File: src/rtl/cfgnv_pkg.sv
package cfgnv_pkg;
  localparam int REG_W  = 16;
  localparam int ADDR_W = 8;
  localparam int NREG   = 4;
  localparam int IDX_W  = $clog2(NREG);

  localparam logic [ADDR_W-1:0] A_STATUS = 8'hD0;
  localparam logic [ADDR_W-1:0] A_CONFIG = 8'hD1;
  localparam logic [ADDR_W-1:0] A_CMD    = 8'hD3;
  localparam logic [ADDR_W-1:0] A_POS    = 8'h21;
  localparam logic [ADDR_W-1:0] A_USERA  = 8'h25;
  localparam logic [ADDR_W-1:0] A_USERB  = 8'h26;

  localparam int CMD_SAVE_BIT    = 0;
  localparam int CMD_RESTORE_BIT = 1;
  localparam int STAT_BUSY_BIT   = 0;

  typedef enum logic [1:0] {
    S_IDLE,
    S_STORE,
    S_RELOAD,
    S_DONE
  } ctrl_state_e;

  // Slot index 0..3 : config, position, user A, user B
  function automatic logic [ADDR_W-1:0] slot_addr(input logic [IDX_W-1:0] idx);
    case (idx)
      2'd0:    slot_addr = A_CONFIG;
      2'd1:    slot_addr = A_POS;
      2'd2:    slot_addr = A_USERA;
      default: slot_addr = A_USERB;
    endcase
  endfunction

  function automatic logic [REG_W-1:0] keep_mask(input logic [IDX_W-1:0] idx);
    case (idx)
      2'd0:    keep_mask = 16'h201F;
      2'd1:    keep_mask = 16'h0FFC;
      default: keep_mask = 16'h0FF0;
    endcase
  endfunction

  function automatic logic [REG_W-1:0] factory_word(input logic [IDX_W-1:0] idx);
    case (idx)
      2'd0:    factory_word = 16'h0014;
      2'd1:    factory_word = 16'h0800;
      2'd2:    factory_word = 16'h0A50;
      default: factory_word = 16'h05A0;
    endcase
  endfunction

  function automatic logic [REG_W-1:0] merge_fields(input logic [REG_W-1:0] live,
                                                    input logic [REG_W-1:0] saved,
                                                    input logic [REG_W-1:0] mask);
    merge_fields = (live & ~mask) | (saved & mask);
  endfunction

  function automatic logic slot_hit(input logic [ADDR_W-1:0] addr);
    slot_hit = (addr == A_CONFIG) || (addr == A_POS) ||
               (addr == A_USERA)  || (addr == A_USERB);
  endfunction

  function automatic logic [IDX_W-1:0] slot_of(input logic [ADDR_W-1:0] addr);
    case (addr)
      A_POS:   slot_of = 2'd1;
      A_USERA: slot_of = 2'd2;
      A_USERB: slot_of = 2'd3;
      default: slot_of = 2'd0;
    endcase
  endfunction
endpackage

File: src/rtl/cfgnv_nvm_array.sv
module cfgnv_nvm_array
  import cfgnv_pkg::*;
#(
  parameter int WR_LAT = 64,
  parameter int RD_LAT = 4
) (
  input  logic             clk,
  input  logic             rst_n,
  input  logic             wr_req,
  input  logic             rd_req,
  input  logic [IDX_W-1:0] idx,
  input  logic [REG_W-1:0] wdata,
  output logic             done,
  output logic [REG_W-1:0] rdata,
  output logic             active
);
  localparam int MAXL = (WR_LAT > RD_LAT) ? WR_LAT : RD_LAT;
  localparam int CW   = $clog2(MAXL + 1);

  // Nonvolatile contents: no reset, factory values at build time
  logic [REG_W-1:0] mem [NREG] = '{factory_word(2'd0), factory_word(2'd1),
                                   factory_word(2'd2), factory_word(2'd3)};

  logic [CW-1:0]    cnt;
  logic             p_wr;
  logic [IDX_W-1:0] p_idx;
  logic [REG_W-1:0] p_data;
  logic             commit_now;

  assign commit_now = active && (cnt == '0) && p_wr;
  assign rdata      = mem[p_idx];

  always_ff @(posedge clk) begin
    if (commit_now) mem[p_idx] <= p_data;
  end

  always_ff @(posedge clk or negedge rst_n) begin
    if (!rst_n) begin
      active <= 1'b0;
      cnt    <= '0;
      p_wr   <= 1'b0;
      p_idx  <= '0;
      p_data <= '0;
      done   <= 1'b0;
    end else begin
      done <= 1'b0;
      if (!active && (wr_req || rd_req)) begin
        active <= 1'b1;
        cnt    <= wr_req ? CW'(WR_LAT - 1) : CW'(RD_LAT - 1);
        p_wr   <= wr_req;
        p_idx  <= idx;
        p_data <= wdata;
      end else if (active) begin
        if (cnt == '0) begin
          active <= 1'b0;
          done   <= 1'b1;
        end else begin
          cnt <= cnt - 1'b1;
        end
      end
    end
  end
endmodule

File: src/rtl/cfgnv_ctrl.sv
module cfgnv_ctrl
  import cfgnv_pkg::*;
(
  input  logic             clk,
  input  logic             rst_n,
  input  logic             start_store,
  input  logic             start_reload,
  input  logic             nvm_done,
  input  logic [REG_W-1:0] nvm_rdata,
  output logic             nvm_wr_req,
  output logic             nvm_rd_req,
  output logic [IDX_W-1:0] nvm_idx,
  output logic             ld_stb,
  output logic [IDX_W-1:0] ld_idx,
  output logic [REG_W-1:0] ld_data,
  output logic             busy,
  output logic             store_flag,
  output logic             reload_flag,
  output logic             op_done
);
  localparam logic [IDX_W-1:0] LAST = IDX_W'(NREG - 1);

  ctrl_state_e      state;
  logic [IDX_W-1:0] idx;
  logic             waiting;

  assign nvm_wr_req  = (state == S_STORE)  && !waiting;
  assign nvm_rd_req  = (state == S_RELOAD) && !waiting;
  assign nvm_idx     = idx;
  assign ld_stb      = (state == S_RELOAD) && waiting && nvm_done;
  assign ld_idx      = idx;
  assign ld_data     = nvm_rdata;
  assign busy        = (state != S_IDLE);
  assign store_flag  = (state == S_STORE);
  assign reload_flag = (state == S_RELOAD);
  assign op_done     = (state == S_DONE);

  always_ff @(posedge clk or negedge rst_n) begin
    if (!rst_n) begin
      state   <= S_RELOAD;
      idx     <= '0;
      waiting <= 1'b0;
    end else begin
      case (state)
        S_IDLE: begin
          idx     <= '0;
          waiting <= 1'b0;
          if (start_store)       state <= S_STORE;
          else if (start_reload) state <= S_RELOAD;
        end
        S_STORE, S_RELOAD: begin
          if (!waiting) begin
            waiting <= 1'b1;
          end else if (nvm_done) begin
            waiting <= 1'b0;
            if (idx == LAST) state <= S_DONE;
            else             idx   <= idx + 1'b1;
          end
        end
        default: state <= S_IDLE;
      endcase
    end
  end
endmodule

File: src/rtl/cfgnv_regs.sv
module cfgnv_regs
  import cfgnv_pkg::*;
(
  input  logic                       clk,
  input  logic                       rst_n,
  input  logic                       wr_en,
  input  logic [ADDR_W-1:0]          addr,
  input  logic [REG_W-1:0]           wdata,
  input  logic                       ld_stb,
  input  logic [IDX_W-1:0]           ld_idx,
  input  logic [REG_W-1:0]           ld_data,
  output logic [NREG-1:0][REG_W-1:0] regs_q
);
  for (genvar g = 0; g < NREG; g++) begin : g_slot
    localparam logic [IDX_W-1:0] GI = IDX_W'(g);
    logic load_me, write_me;
    assign load_me  = ld_stb && (ld_idx == GI);
    assign write_me = wr_en && (addr == slot_addr(GI));

    always_ff @(posedge clk or negedge rst_n) begin
      if (!rst_n)        regs_q[g] <= '0;
      else if (load_me)  regs_q[g] <= merge_fields(regs_q[g], ld_data, keep_mask(GI));
      else if (write_me) regs_q[g] <= wdata;
    end
  end
endmodule

File: src/rtl/cfg_nvm_regbank.sv
module cfg_nvm_regbank
  import cfgnv_pkg::*;
#(
  parameter int WR_LAT = 64,
  parameter int RD_LAT = 4
) (
  input  logic              clk,
  input  logic              rst_n,
  input  logic              bus_wr,
  input  logic [ADDR_W-1:0] bus_addr,
  input  logic [REG_W-1:0]  bus_wdata,
  output logic [REG_W-1:0]  bus_rdata
);
  logic                       busy, store_flag, reload_flag, op_done;
  logic                       wr_accept, start_store, start_reload;
  logic                       nvm_wr_req, nvm_rd_req, nvm_done, nvm_active;
  logic [IDX_W-1:0]           nvm_idx, ld_idx;
  logic [REG_W-1:0]           nvm_rdata, nvm_wdata, ld_data;
  logic                       ld_stb;
  logic [NREG-1:0][REG_W-1:0] regs_q;

  assign wr_accept    = bus_wr && !busy;
  assign start_store  = wr_accept && (bus_addr == A_CMD) && bus_wdata[CMD_SAVE_BIT];
  assign start_reload = wr_accept && (bus_addr == A_CMD) && bus_wdata[CMD_RESTORE_BIT]
                        && !bus_wdata[CMD_SAVE_BIT];
  assign nvm_wdata    = regs_q[nvm_idx] & keep_mask(nvm_idx);

  cfgnv_ctrl u_ctrl (
    .clk         (clk),
    .rst_n       (rst_n),
    .start_store (start_store),
    .start_reload(start_reload),
    .nvm_done    (nvm_done),
    .nvm_rdata   (nvm_rdata),
    .nvm_wr_req  (nvm_wr_req),
    .nvm_rd_req  (nvm_rd_req),
    .nvm_idx     (nvm_idx),
    .ld_stb      (ld_stb),
    .ld_idx      (ld_idx),
    .ld_data     (ld_data),
    .busy        (busy),
    .store_flag  (store_flag),
    .reload_flag (reload_flag),
    .op_done     (op_done)
  );

  cfgnv_nvm_array #(.WR_LAT(WR_LAT), .RD_LAT(RD_LAT)) u_nvm (
    .clk   (clk),
    .rst_n (rst_n),
    .wr_req(nvm_wr_req),
    .rd_req(nvm_rd_req),
    .idx   (nvm_idx),
    .wdata (nvm_wdata),
    .done  (nvm_done),
    .rdata (nvm_rdata),
    .active(nvm_active)
  );

  cfgnv_regs u_regs (
    .clk    (clk),
    .rst_n  (rst_n),
    .wr_en  (wr_accept),
    .addr   (bus_addr),
    .wdata  (bus_wdata),
    .ld_stb (ld_stb),
    .ld_idx (ld_idx),
    .ld_data(ld_data),
    .regs_q (regs_q)
  );

  always_comb begin
    bus_rdata = '0;
    if (bus_addr == A_STATUS) begin
      bus_rdata[STAT_BUSY_BIT] = busy;
    end else if (bus_addr == A_CMD) begin
      bus_rdata[CMD_SAVE_BIT]    = store_flag;
      bus_rdata[CMD_RESTORE_BIT] = reload_flag;
    end else if (slot_hit(bus_addr)) begin
      bus_rdata = regs_q[slot_of(bus_addr)];
    end
  end
endmodule

File: config.mk
export PLATFORM = sky130hd
export DESIGN_NAME = cfg_nvm_regbank
export DESIGN_NICKNAME = d
export VERILOG_FILES = /design/src/rtl/cfgnv_pkg.sv /design/src/rtl/cfgnv_nvm_array.sv /design/src/rtl/cfgnv_ctrl.sv /design/src/rtl/cfgnv_regs.sv /design/src/rtl/cfg_nvm_regbank.sv
export SDC_FILE = /design/constraint.sdc
export NUM_CORES = 1
export LEC_CHECK = 0
export CAP_MARGIN = 20
export CORE_ASPECT_RATIO = 0.6
export CORE_MARGIN = 5
export CORE_UTILIZATION = 50
export CTS_BUF_LIST = sky130_fd_sc_hd__clkbuf_8
export CTS_CLUSTER_DIAMETER = 200
export DETAILED_ROUTE_END_ITERATION = 12
export DONT_BUFFER_PORTS = 1
export PLACE_DENSITY = 0.63
export SLEW_MARGIN = 40
export SYNTH_ARGS = -nofsm -noshare
export SYNTH_HDL_FRONTEND = slang
export SYNTH_HIERARCHICAL = 1
export SYNTH_SLANG_ARGS = --single-unit
File: constraint.sdc
create_clock -name clk -period 7 [get_ports clk]
set_input_delay 0.7 -clock clk [delete_from_list [all_inputs] [get_ports clk]]
set_output_delay 0.7 -clock clk [all_outputs]
set_load 0.01 [all_outputs]
==> reports/results.ini, run 1 <==
[logic_synthesis]
synth_warnings=6
syn_avg_cell_area_um2=12.6
synth_nets=636
syn_inst=601
syn_area_mm2=0.00755

[global_route]
antenna_found_initial=1
grt.total_usage=0.213
grt_pass1_vias=5067
grt_max_degree=94
grt_overflow=0
grt_pass1_wl_um=29100

[timing]
slew_viol_final=0
hold_slack_ns=0.0983
worst_pin_slew_ns=0.865
hold_viol_final=0
fin_setup_tns_ns=0
slew_headroom=0.422
fin_crit_ns=3.19
rsz0062_at_grt=false
finClkSkew_ns=0.0145
final-setup-viol-count=0
final.setup.worst_slack_ns=3.81
min_period_over_period=0.455
max_freq_mhz=314

[worst_setup_path]
required_ns=6.30
cp-end-kind=output port
worstSetupStartpointType=input port
max_stage_delay_ns=0.60
cp_slowest_cell=or4b_4
crit_family=simple AND/OR/NAND/NOR gates
crit_path_cell_trace=or4b_4 > nor3_1 > a21oi_1 > buf_4 > a211oi_1
worst-path-buf-inv=1
arrival_ns=2.49
cp_max_fo=12
worstSetupPathType=in2out

[power_and_ir_drop]
ir_drop_mv=0.168
power.leakage_uw=0.00324
cellPowerDensity_mw_per_mm2=243

[layout]
postLayoutCoreUtil=0.550
fin_cells=786
synthToLayoutAreaGrowth_pct=6.58
drive_gt1_frac=0.269
layout.nets=609
fill_cells=1228

[routing]
num_vias=4994
drt_iter0_drc=553
drtPass1Iterations=5
post_drt_wl_per_cell_um=23.7
totalWireLength_um=18600
drc=0
ant_nets=0
vias_per_cell=6.35

[job]
drv_cap=0

[clocking]
worstSkewPairLatency_ns=0.44
max-clock-path-buffers=2
cts_resized=0
cts_tree=yes
ctsHoldBuffers=1
post_cts_buffers=0
cts-root-buf=clkbuf_8
cts.sink_count=146
cts_made_buffers=17
ctsHtreeMaxLevel=4
path_clk_slew_ns=0.08

[die]
die_x_um=169
ios=43
dieHeight_um=105
start_util=0.516
core_area_mm2=0.0146
rows=34
die_area_mm2=0.0177

[worst_hold_path]
hp-class=in2async

[placed_design]
routabilityCongestion=0.868
place_inst=752
place_worst_setup_slack_ns=3.83
io_buffers=0
dpl.hpwl_um=13000

[run_status]
status=completed

-- where the power goes --
part / switching [uW] / total (uW) / internal (uW) / leakage [uW]
Combinational: 124 / 221 / 96.9 / 0.00136
Sequential: 63.4 / 1030 / 962 / 0.00167
Clock: 325 / 712 / 387 / 0.000214
Total: 513 / 1960 / 1450 / 0.00324
-- worst paths after layout --
check,start,to,slack (ns),cells past startpoint
min reg2reg,u_nvm/p_wr,u_nvm/p_wr,0.48,2
min in group clk,bus_wdata[1],u_regs/regs_q[49],0.41,1
max in group asynchronous,rst_n,u_ctrl/ld_idx[1],6.37,1
min,rst_n,u_ctrl/state[1],0.1,0
max reg2reg,u_ctrl/state[0],u_regs/regs_q[45],4.13,8
max,bus_addr[7],bus_rdata[7],3.81,5
-- metal layers --
layer | vias up | GRT usage | part of all wire
li1 | 2239 | - | -
met1 | 2551 | 0.309 | 0.47
met4 | 0 | 0.0394 | 0.0066
met3 | 17 | 0.0728 | 0.082
met5 | - | 0 | 0
met2 | 187 | 0.315 | 0.44
-- state kept, by name, indices dropped and copies added, names as in the netlist --
name            flops
u_ctrl/state        2
u_nvm/done          1
u_regs/regs_q      64
u_ctrl/waiting      1
u_nvm/cnt           7
u_nvm/p_idx         2
u_nvm/mem          52
u_nvm/p_data       13
u_nvm/active        1
u_ctrl/ld_idx       2
u_nvm/p_wr          1
-- per-stage QoR --
stage | cell area, um^2 | power, uW
final | 8050 | 1960
after global routing | 8050 | 2050
after CTS | 8040 | 1970
after detailed placement | 7590 | 1250
after global placement | 7560 | 1240
after floorplan | 7550 | 1200
-- worst register-to-register path: stages (launching register included) --
cell and delay, ns:
dfrtp_1 0.42, inv_1 0.12, ha_1 0.18, inv_1 0.07
nor2b_1 0.34, nor4bb_1 0.32, buf_4 0.21, nand4_1 0.58
mux2_2 0.52
-- cells in the final DEF, fill, tap and decap left out, types with 12 or more instances in the layout --
master,instances
nand4_1,13
a22oi_1,16
mux4_2,14
edfxtp_1,52
clkbuf_8,17
nor2_1,25
nand2_1,52
dfrtp_1,89
a211oi_1,13
mux2i_1,12
o31ai_1,16
mux2_2,60
-- area by class of cell --
| type | count | area, um^2 | area share |
|---|---|---|---|
| tap | 198 | 248 | 0.0308 |
| timing repair buffer | 11 | 103 | 0.0127 |
| clock buffer | 17 | 234 | 0.0291 |
| clock inverter | 15 | 190 | 0.0236 |
| antenna | 1 | 2.50 | 0.000311 |
| inverter | 9 | 33.8 | 0.00420 |
| sequential | 146 | 3920 | 0.487 |
| multi-input combinational | 389 | 3320 | 0.412 |
Note: power is estimated with default switching activity, not from simulation.
==> run 2: changes to the inputs <==
--- a/config.mk
+++ b/config.mk
@@ -13,7 +13,7 @@
 export CTS_CLUSTER_DIAMETER = 200
 export DETAILED_ROUTE_END_ITERATION = 12
 export DONT_BUFFER_PORTS = 1
-export PLACE_DENSITY = 0.63
+export PLACE_DENSITY = 0.66
 export SLEW_MARGIN = 40
 export SYNTH_ARGS = -nofsm -noshare
 export SYNTH_HDL_FRONTEND = slang
==> constraint.sdc (replaced) <==
create_clock -name clk -period 2.9 [get_ports clk]
set_input_delay 0.29 -clock clk [delete_from_list [all_inputs] [get_ports clk]]
set_output_delay 0.29 -clock clk [all_outputs]
set_load 0.01 [all_outputs]
==> reports/results.ini, run 2 (same netlist as run 1, synthesis figures left out) <==
[run_status]
status=completed

[global_route]
grt_pass1_wl_um=29800
grt_pass1_vias=5188
grt_overflow=0
grt.total_usage=0.218
antenna_found_initial=0
grt_max_degree=95

[worst_hold_path]
hp-class=in2reg
hp-start=bus_wdata[5]
min_path_cells=2
whs_endpoint=u_regs/regs_q[53]

[timing]
slew_headroom=0.524
final-setup-viol-count=0
hold_slack_ns=0.0236
finClkSkew_ns=0.0151
hold_viol_final=0
fin_setup_tns_ns=0
rsz0062_at_grt=false
final.setup.worst_slack_ns=0.264
min_period_over_period=0.909
fin_crit_ns=2.64
max_freq_mhz=379
slew_viol_final=0
worst_pin_slew_ns=0.711

[routing]
post_drt_wl_per_cell_um=23.5
drtPass1Iterations=5
drt_iter0_drc=507
totalWireLength_um=19300
drc=0
num_vias=5164
ant_nets=0
vias_per_cell=6.27

[clocking]
cts-root-buf=clkbuf_8
worstSkewPairLatency_ns=0.44
ctsHtreeMaxLevel=4
cts_tree=yes
cts.sink_count=146
post_cts_buffers=0
max-clock-path-buffers=2
cts_made_buffers=17
path_clk_slew_ns=0.08

[die]
ios=43
die_area_mm2=0.0177
dieHeight_um=105
core_area_mm2=0.0146
rows=34
start_util=0.516
die_x_um=169

[worst_setup_path]
timing.rr.end=u_regs/regs_q[10]
path_common_cell=inv_1
worstSetupStartpointType=flip-flop
cp_slowest_cell=and4_2
worstSetupPathType=reg2reg
timing.rr.start=u_ctrl/state[0]
cp-end-kind=flip-flop
cp_max_fo=10
required_ns=3.22
regToRegSetupSlack_ns=0.26
r2r_cells=8
max_stage_delay_ns=0.48
crit_path_cell_trace=inv_1 > ha_1 > inv_1 > nor2b_1 > nor4bb_1 > buf_4 > and4_2 > mux2_2
arrival_ns=2.96

[job]
drv_cap=0

[layout]
antenna_cells=0
synthToLayoutAreaGrowth_pct=10.3
layout_common_cells=92 x dfrtp_1, 60 x mux2_2, 52 x nand2_1, 52 x edfxtp_1, 30 x buf_4
largest_reg_flops=64
regMostFlops=u_regs/regs_q
mostFrequentLayoutCell=dfrtp_1
layout.nets=648
fin_cells=824
drive_gt1_frac=0.273
finalInstanceArea_mm2=0.00833
fill_cells=1218
reg_top3=u_regs/regs_q: 64 flops, u_nvm/mem: 52 flops, u_nvm/p_data: 13 flops

[placed_design]
placed_cell_area_mm2=0.00771
io_buffers=0
place_inst=772
place_worst_setup_slack_ns=0.199
dpl.hpwl_um=13200
routabilityCongestion=0.880

[power_and_ir_drop]
power.leakage_uw=0.00340
cellPowerDensity_mw_per_mm2=561
ir_drop_mv=0.387

## run 2: cell type report
class / count / area, um^2 / area share
multi-input cells: 389 / 3290 / 0.395
clock buffers: 18 / 248 / 0.0297
inverters: 9 / 33.8 / 0.00405
repair buffers: 50 / 447 / 0.0536
flip-flops and latches: 146 / 3920 / 0.470
clock inverters: 14 / 149 / 0.0179
well taps: 198 / 248 / 0.0297
## run 2: metrics by stage
| step | util | total power (uW) |
|---|---|---|
| after global routing | 0.569 | 4850 |
| after CTS | 0.566 | 4680 |
| after floorplan | - | 2890 |
| after global placement | 0.527 | 2980 |
| after detailed placement | 0.527 | 3030 |
| final | 0.569 | 4670 |
## run 2: power by group
group          switching (uW)  internal (uW)  total, uW
combinational             319            253        572
sequential                154           2320       2480
clock                     769            855       1620
total                    1240           3430       4670
## run 2: routing by layer
| layer | routed length, um | GRT usage | share of wire |
|---|---|---|---|
| met2 | 8420 | 0.298 | 0.44 |
| met1 | 8830 | 0.332 | 0.46 |
| met4 | 252 | 0.0643 | 0.013 |
| met3 | 1840 | 0.0657 | 0.095 |
| met5 | 0 | 0 | 0 |
## run 2: critical path: cells and delay by family (launching register included)
family                     cells  cell delay, ns
and+or+nand+nor                3            1.09
muxes                          1            0.39
DFF                            1            0.43
buffers and inverters          3            0.41
adders and majority gates      1            0.19
## run 2: timing repair
action / CTS / global route
endpoints found under the hold margin: 123 / 3
setup endpoints to repair: 0 / 10
hold buffers: 16 / 3
gates resized for setup: 0 / 1
## run 2: worst max path at each step
| stage | from | to | slack (ns) | cells after the start |
|---|---|---|---|---|
| after floorplan | u_nvm/cnt[4] | u_nvm/mem[2][0] | 0.48 | 4 |
| after global placement | u_ctrl/state[0] | u_regs/regs_q[8] | 0.39 | 8 |
| after detailed placement | u_ctrl/state[0] | u_regs/regs_q[8] | 0.20 | 8 |
| after CTS | u_ctrl/state[0] | u_regs/regs_q[8] | 0.17 | 8 |
| after global routing | u_ctrl/state[0] | u_regs/regs_q[11] | 0.12 | 8 |
| final | u_ctrl/state[0] | u_regs/regs_q[10] | 0.26 | 8 |
